===== src/rtl/prs_pkg.sv =====
package prs_pkg;

   // Counter commands; codes 6 and 7 act as hold.
   typedef enum logic [2:0] {
      PC_HOLD = 3'd0,
      PC_INC  = 3'd1,
      PC_DEC  = 3'd2,
      PC_CLR  = 3'd3,
      PC_LOAD = 3'd4,
      PC_CJMP = 3'd5
   } pc_op_e;

   // Fixed program content, computed from the global word address.
   function automatic logic [31:0] rom_mix(input int unsigned gaddr);
      logic [31:0] a;
      a = gaddr;
      rom_mix = (a * 32'd40503) ^ (a << 10) ^ 32'h000A_5C3E;
   endfunction

endpackage


===== src/rtl/prs_op_timer.sv =====
module prs_op_timer #(
   parameter  int OP_LEN = 40,
   localparam int CW     = $clog2(OP_LEN)
) (
   input  logic          clk,
   input  logic          rst_n,
   output logic [CW-1:0] bit_idx_o,
   output logic          op_first_o,
   output logic          op_end_o
);

   logic [CW-1:0] cnt_q;

   always_ff @(posedge clk or negedge rst_n) begin
      if (!rst_n)        cnt_q <= '0;
      else if (op_end_o) cnt_q <= '0;
      else               cnt_q <= cnt_q + 1'b1;
   end

   assign bit_idx_o  = cnt_q;
   assign op_first_o = (cnt_q == '0);
   assign op_end_o   = (cnt_q == CW'(OP_LEN - 1));


   op_wrap_chk: assert property (@(posedge clk) disable iff (!rst_n)
      op_end_o |=> op_first_o);


   op_first_single_chk: assert property (@(posedge clk) disable iff (!rst_n)
      op_first_o |=> !op_first_o);

endmodule


===== src/rtl/prs_pc.sv =====
module prs_pc
   import prs_pkg::*;
#(
   parameter int PC_W = 10,
   parameter int LA_W = 7
) (
   input  logic            clk,
   input  logic            rst_n,
   input  logic            op_end_i,
   input  logic [2:0]      ctl_i,
   input  logic            cond_i,
   input  logic [PC_W-1:0] jaddr_i,
   output logic [PC_W-1:0] pc_o,
   output logic [LA_W-1:0] fetch_la_o
);

   logic [PC_W-1:0] pc_q;
   logic [PC_W-1:0] pc_nxt;
   logic [PC_W-1:0] pc_inc;

   assign pc_inc = pc_q + 1'b1;

   always_comb begin
      pc_nxt = pc_q;
      if (op_end_i) begin
         case (ctl_i)
            PC_INC:  pc_nxt = pc_inc;
            PC_DEC:  pc_nxt = pc_q - 1'b1;
            PC_CLR:  pc_nxt = '0;
            PC_LOAD: pc_nxt = jaddr_i;
            PC_CJMP: pc_nxt = cond_i ? jaddr_i : pc_inc;
            default: pc_nxt = pc_q;
         endcase
      end
   end

   always_ff @(posedge clk or negedge rst_n) begin
      if (!rst_n) pc_q <= '0;
      else        pc_q <= pc_nxt;
   end

   assign pc_o       = pc_q;
   assign fetch_la_o = pc_nxt[LA_W-1:0];


   pc_hold_mid_op_chk: assert property (@(posedge clk) disable iff (!rst_n)
      !op_end_i |=> $stable(pc_q));


   pc_inc_chk: assert property (@(posedge clk) disable iff (!rst_n)
      (op_end_i && ctl_i == PC_INC) |=> pc_q == PC_W'($past(pc_q) + 1'b1));


   pc_dec_chk: assert property (@(posedge clk) disable iff (!rst_n)
      (op_end_i && ctl_i == PC_DEC) |=> pc_q == PC_W'($past(pc_q) - 1'b1));


   pc_clr_chk: assert property (@(posedge clk) disable iff (!rst_n)
      (op_end_i && ctl_i == PC_CLR) |=> pc_q == '0);


   pc_jump_taken_chk: assert property (@(posedge clk) disable iff (!rst_n)
      (op_end_i && (ctl_i == PC_LOAD || (ctl_i == PC_CJMP && cond_i)))
      |=> pc_q == $past(jaddr_i));


   pc_jump_skip_chk: assert property (@(posedge clk) disable iff (!rst_n)
      (op_end_i && ctl_i == PC_CJMP && !cond_i)
      |=> pc_q == PC_W'($past(pc_q) + 1'b1));

endmodule


===== src/rtl/prs_store.sv =====
module prs_store
   import prs_pkg::*;
#(
   parameter  int WORD_W   = 20,
   parameter  int LA_W     = 7,
   parameter  int SLICE_ID = 0,
   localparam int DEPTH    = 1 << LA_W
) (
   input  logic [LA_W-1:0]   addr_i,
   output logic [WORD_W-1:0] word_o
);

   logic [WORD_W-1:0] mem [DEPTH];

   for (genvar i = 0; i < DEPTH; i++) begin : g_word
      localparam int unsigned GADDR = SLICE_ID * DEPTH + i;
      assign mem[i] = WORD_W'(rom_mix(GADDR));
   end

   assign word_o = mem[addr_i];

endmodule


===== src/rtl/prs_serial.sv =====
module prs_serial #(
   parameter  int WORD_W     = 20,
   parameter  int OP_LEN     = 40,
   parameter  bit ODD_PARITY = 1'b1,
   parameter  bit LSB_FIRST  = 1'b1,
   localparam int CW         = $clog2(OP_LEN),
   localparam int IW         = $clog2(WORD_W)
) (
   input  logic              clk,
   input  logic              rst_n,
   input  logic              load_i,
   input  logic [WORD_W-1:0] word_i,
   input  logic              sel_i,
   input  logic [CW-1:0]     bit_idx_i,
   output logic              sdata_o,
   output logic              sdata_oe_o,
   output logic              parity_o
);

   logic [WORD_W-1:0] word_q;
   logic              par_q;
   logic              par_nxt;
   logic              in_win;
   logic              last_bit;
   logic [IW-1:0]     pos;

   if (ODD_PARITY) begin : g_odd
      assign par_nxt = ~^word_i;
   end else begin : g_even
      assign par_nxt = ^word_i;
   end

   // Loaded every clock while in reset, then once per operation.
   always_ff @(posedge clk) begin
      if (!rst_n || load_i) begin
         word_q <= word_i;
         par_q  <= par_nxt;
      end
   end

   if (LSB_FIRST) begin : g_lsb
      assign pos = IW'(bit_idx_i);
   end else begin : g_msb
      assign pos = IW'(WORD_W - 1) - IW'(bit_idx_i);
   end

   assign in_win     = (bit_idx_i < CW'(WORD_W));
   assign last_bit   = (bit_idx_i == CW'(WORD_W - 1));
   assign sdata_oe_o = sel_i && in_win;
   assign sdata_o    = sdata_oe_o && word_q[pos];
   assign parity_o   = sel_i && last_bit && par_q;


   quiet_when_idle_chk: assert property (@(posedge clk) disable iff (!rst_n)
      !sdata_oe_o |-> (!sdata_o && !parity_o));


   parity_last_bit_chk: assert property (@(posedge clk) disable iff (!rst_n)
      parity_o |-> (bit_idx_i == CW'(WORD_W - 1)));


   word_stable_chk: assert property (@(posedge clk) disable iff (!rst_n)
      !load_i |=> $stable(word_q));

endmodule


===== src/rtl/prog_rom_slice.sv =====
module prog_rom_slice #(
   parameter  int WORD_W     = 20,
   parameter  int LOCAL_AW   = 7,
   parameter  int ID_W       = 3,
   parameter  int SLICE_ID   = 0,
   parameter  int OP_WORDS   = 2,
   parameter  bit ODD_PARITY = 1'b1,
   parameter  bit LSB_FIRST  = 1'b1,
   localparam int PC_W       = LOCAL_AW + ID_W,
   localparam int OP_LEN     = OP_WORDS * WORD_W,
   localparam int CW         = $clog2(OP_LEN)
) (
   input  logic            clk,
   input  logic            rst_n,
   input  logic [2:0]      ctl_i,
   input  logic            cond_i,
   input  logic [PC_W-1:0] jaddr_i,
   output logic [PC_W-1:0] pc_o,
   output logic            op_first_o,
   output logic            sdata_o,
   output logic            sdata_oe_o,
   output logic            parity_o
);

   if (WORD_W < 2 || WORD_W > 32) begin : g_bad_word
      $error("prog_rom_slice: WORD_W must lie in 2..32");
   end
   if (ID_W < 1 || LOCAL_AW < 1) begin : g_bad_addr
      $error("prog_rom_slice: ID_W and LOCAL_AW must be at least 1");
   end
   if (SLICE_ID < 0 || SLICE_ID >= (1 << ID_W)) begin : g_bad_id
      $error("prog_rom_slice: SLICE_ID out of range for ID_W");
   end
   if (OP_WORDS < 2) begin : g_bad_op
      $error("prog_rom_slice: an operation needs at least two word times");
   end

   logic [CW-1:0]       bit_idx;
   logic                op_end;
   logic [LOCAL_AW-1:0] fetch_la;
   logic [WORD_W-1:0]   fetch_word;
   logic [PC_W-1:0]     pc;
   logic                sel;

   prs_op_timer #(.OP_LEN(OP_LEN)) u_timer (
      .clk        (clk),
      .rst_n      (rst_n),
      .bit_idx_o  (bit_idx),
      .op_first_o (op_first_o),
      .op_end_o   (op_end)
   );

   prs_pc #(.PC_W(PC_W), .LA_W(LOCAL_AW)) u_pc (
      .clk        (clk),
      .rst_n      (rst_n),
      .op_end_i   (op_end),
      .ctl_i      (ctl_i),
      .cond_i     (cond_i),
      .jaddr_i    (jaddr_i),
      .pc_o       (pc),
      .fetch_la_o (fetch_la)
   );

   prs_store #(.WORD_W(WORD_W), .LA_W(LOCAL_AW), .SLICE_ID(SLICE_ID)) u_store (
      .addr_i (fetch_la),
      .word_o (fetch_word)
   );

   assign sel = (pc[PC_W-1 -: ID_W] == ID_W'(SLICE_ID));

   prs_serial #(
      .WORD_W     (WORD_W),
      .OP_LEN     (OP_LEN),
      .ODD_PARITY (ODD_PARITY),
      .LSB_FIRST  (LSB_FIRST)
   ) u_serial (
      .clk        (clk),
      .rst_n      (rst_n),
      .load_i     (op_end),
      .word_i     (fetch_word),
      .sel_i      (sel),
      .bit_idx_i  (bit_idx),
      .sdata_o    (sdata_o),
      .sdata_oe_o (sdata_oe_o),
      .parity_o   (parity_o)
   );

   assign pc_o = pc;


   owner_only_drives_chk: assert property (@(posedge clk) disable iff (!rst_n)
      sdata_oe_o |-> (pc_o[PC_W-1 -: ID_W] == ID_W'(SLICE_ID)));

endmodule


===== config.mk =====
export PLATFORM = sky130hd
export DESIGN_NAME = prog_rom_slice
export DESIGN_NICKNAME = d
export VERILOG_FILES = /design/src/rtl/prs_pkg.sv /design/src/rtl/prs_op_timer.sv /design/src/rtl/prs_pc.sv /design/src/rtl/prs_store.sv /design/src/rtl/prs_serial.sv /design/src/rtl/prog_rom_slice.sv
export SDC_FILE = /design/constraint.sdc
export NUM_CORES = 1
export LEC_CHECK = 0
export BUFFER_PORTS_ARGS = -buffer_cell sky130_fd_sc_hd__buf_2
export CORE_MARGIN = 2
export CORE_UTILIZATION = 55
export CTS_CLUSTER_SIZE = 16
export DETAILED_ROUTE_END_ITERATION = 10
export GPL_TIMING_DRIVEN = 0
export PLACE_DENSITY = 0.76
export SKIP_LAST_GASP = 1
export SYNTH_ARGS = -nofsm -noshare
export SYNTH_HDL_FRONTEND = slang
export SYNTH_SLANG_ARGS = --single-unit

===== constraint.sdc =====
create_clock -name clk -period 9.2 [get_ports clk]
set_clock_uncertainty 0.1 [all_clocks]
set_input_delay 0.46 -clock clk [delete_from_list [all_inputs] [get_ports clk]]
set_output_delay 0.46 -clock clk [all_outputs]
set_load 0.05 [all_outputs]

==> out/metrics.cfg <==
[critical_path]
cp.arrival_ps=6470
crit_path_end_kind=flip-flop
cp.required_ps=9130
start_kind=flip-flop
r2r-end=u_serial.par_q
r2r_setup_slack_ps=2660
r2r-start=u_timer.bit_idx_o[1]
crit_type=flip-flop to flip-flop
ff2ff_path_depth=16
crit_fanout=12

[clock_network]
postCtsSetupRepairBufs=0
path_clk_slew_ps=70
htree_levels=2
cts_tree=done
clk-insertion-delay-late_ps=280
cts.path.max_buffers=2
cts_sinks=37
cts_root_buffer=clkbuf_8
cts_made_buffers=5
cts_hold_buf=0
post_cts_resized=0

[power_and_ir_drop]
finalPower_uw=1030
leakage_uw=0.00217
irDropWorstVdd_mv=0.125
p_per_area_nw_per_um2=183

[detailed_routing]
drt_iter0_drc=916
wl_mm=21.4
m1WireLength_mm=7.77
drt_first_pass_iters=6
ant_nets=0
route.vias.total=6156
dr_wl_met2_mm=9.31
viasPerCell=7.43
met3_length_mm=3.02
drcViolationCount=0
top_layer_used=met4
avgRoutedWirePerCell_um=25.9

[logic_synthesis]
yosysSeqAreaShare=0.195
synth_cell_types=98
yosysTopAreaCell=edfxtp_1
ys_seq_elements=37
postSynthCellCount=664
async_flop_share=0.432
syn-num-nets=703
syn_area_um2=5280
synth_top_area_share=0.120
ys.flop_type=edfxtp_1
synth_area_leaders=edfxtp_1 (12%), dfrtp_1 (7.6%), ha_1 (5.5%)
syn-mean-instance-area_um2=7.95
synth-edff-count=21
yosys_warnings=0

[cells_and_area]
drive_gt1_frac=0.183
n_antenna_cell=0
nets=737
postLayoutCellArea_um2=5660
nFillCells=846
syn2layout_area_growth_pct=7.26

[outcome]
status=finished with violations
violations=negative hold slack

[timing]
tightestPinTransition_ps=1220
max_freq_mhz=153
finalHoldViolCount=16
fin_tns_setup_ps=0
rsz0062_at_grt=no
hold_slack_ps=-5.50
fin_crit_sh=0.711
relSlewSlack=0.184
period_needed_ps=6540
slew_violations=0
finalSetupViolCount=0

[placement]
hpwl_mm=15.5
dpl-instance-area_um2=5580
port_buffers=27
gp_congestion=1.05

[global_route]
grt-ovfl-total=0
grt_first_pass_wirelength_mm=32.7
antenna_found_initial=0
grt_pass1_vias=5770
grt_use_total=0.414
grt_max_degree=22

[floorplanning]
initial_core_util=0.568
floorplan.rows=35
die-area_um2=10400
die_w_um=102
coreArea_um2=9280
ios=30
die_y_um=102

[min_path]
hold_path_class=input pin to async pin

[flow_run]
maxCapViolCount=0

[logic make-up after synthesis]
kind of cell | after synthesis | share of synthesized area
buf+inv | 94 | 0.0934
simple gates | 227 | 0.216
flops | 37 | 0.195
fa+ha+maj | 23 | 0.0545
xor+xnor | 25 | 0.0548
compound gates | 245 | 0.346
mux | 13 | 0.0394
[metrics by stage]
stage          setup slack (ps)  instances  hold slack (ps)   util
3_3_place_gp               2930        820              280  0.600
4_1_cts                    2890        828             2.07  0.610
5_1_grt                    2580        828             8.59  0.610
3_5_place_dp               2930        820              301  0.601
6_report                   2660        828            -5.50  0.610
2_1_floorplan              4100        664             64.4      -
[synth_stat cells (5+ instances only)]
library cell,count
a31oi_1,12
buf_4,11
nor4_1,8
o22ai_1,11
buf_6,8
mux2i_1,5
xnor2_1,15
o211ai_1,19
a211oi_1,19
inv_1,17
inv_2,5
o21ai_0,32
nor3_1,27
xor2_1,5
nor2_1,52
a211o_1,7
o21ai_1,6
and3_1,5
mux4_2,6
o221ai_1,7
a21oi_1,45
edfxtp_1,21
dfrtp_1,16
buf_2,31
nand3_1,24
clkbuf_1,18
a221oi_1,9
ha_1,23
o31ai_1,5
nand2_1,66
a311oi_1,8
o311ai_0,5
nand4_1,8
nand2b_1,6
[power breakdown]
part	internal (µW)	leakage (µW)	switching, µW
logic	281	0.00172	416
registers	218	0.000399	13.7
clock network	52.4	0.0000450	53.1
total	551	0.00217	482
[final cells by class]
type,instances,area (µm²),share of cell area
repair buffers,27,135,0.0239
well taps,129,161,0.0285
clock buffers,6,72.6,0.0128
clock inverters,2,10.0,0.00177
inverters,22,82.6,0.0146
multi-input cells,533,3760,0.664
flip-flops and latches,37,1030,0.182
plain buffers,72,410,0.0725
[how the worst max path moves through the flow]
stage	from	end	slack [ps]
3_3_place_gp	u_timer.bit_idx_o[1]	u_serial.par_q	2930
4_1_cts	u_timer.bit_idx_o[1]	u_serial.par_q	2890
6_report	u_timer.bit_idx_o[1]	u_serial.par_q	2660
5_1_grt	u_timer.bit_idx_o[1]	u_serial.par_q	2580
3_5_place_dp	u_timer.bit_idx_o[1]	u_serial.par_q	2930
2_1_floorplan	u_pc.pc_o[1]	u_serial.par_q	4100
[metal layers]
layer	vias to the layer above	global-route usage
met5	-	0
met4	0	0.199
met3	128	0.0930
met2	552	0.660
met1	2852	0.532
li1	2624	-
[registers in the layout, summed over array words and instances (netlist names)]
signal and count:
u_pc.pc_o 10, u_serial.par_q 1, u_serial.word_q 20, u_timer.bit_idx_o 6
[worst max-delay path, stage by stage, from the launching register on]
cell,delay [ps]
dfrtp_1,400
ha_1,300
nand3b_4,190
or4_4,570
buf_6,160
buf_6,150
a32oi_2,790
inv_1,520
ha_1,440
inv_1,260
nand2_1,230
o211ai_1,210
o311ai_0,160
a31oi_1,490
xnor3_1,540
xor3_1,390
xnor3_1,380
[placed cells by master (no fill, tap or decap), drive strengths merged, types with 20 or more instances in the layout]
cell type / count
inv: 22
o211ai: 20
a211oi: 20
clkbuf: 24
a21oi: 46
buf: 81
o21ai: 40
nor2: 53
edfxtp: 21
nor3: 27
ha: 23
nand3: 24
nand2: 67
No activity file was read; power rests on OpenSTA's default activity.
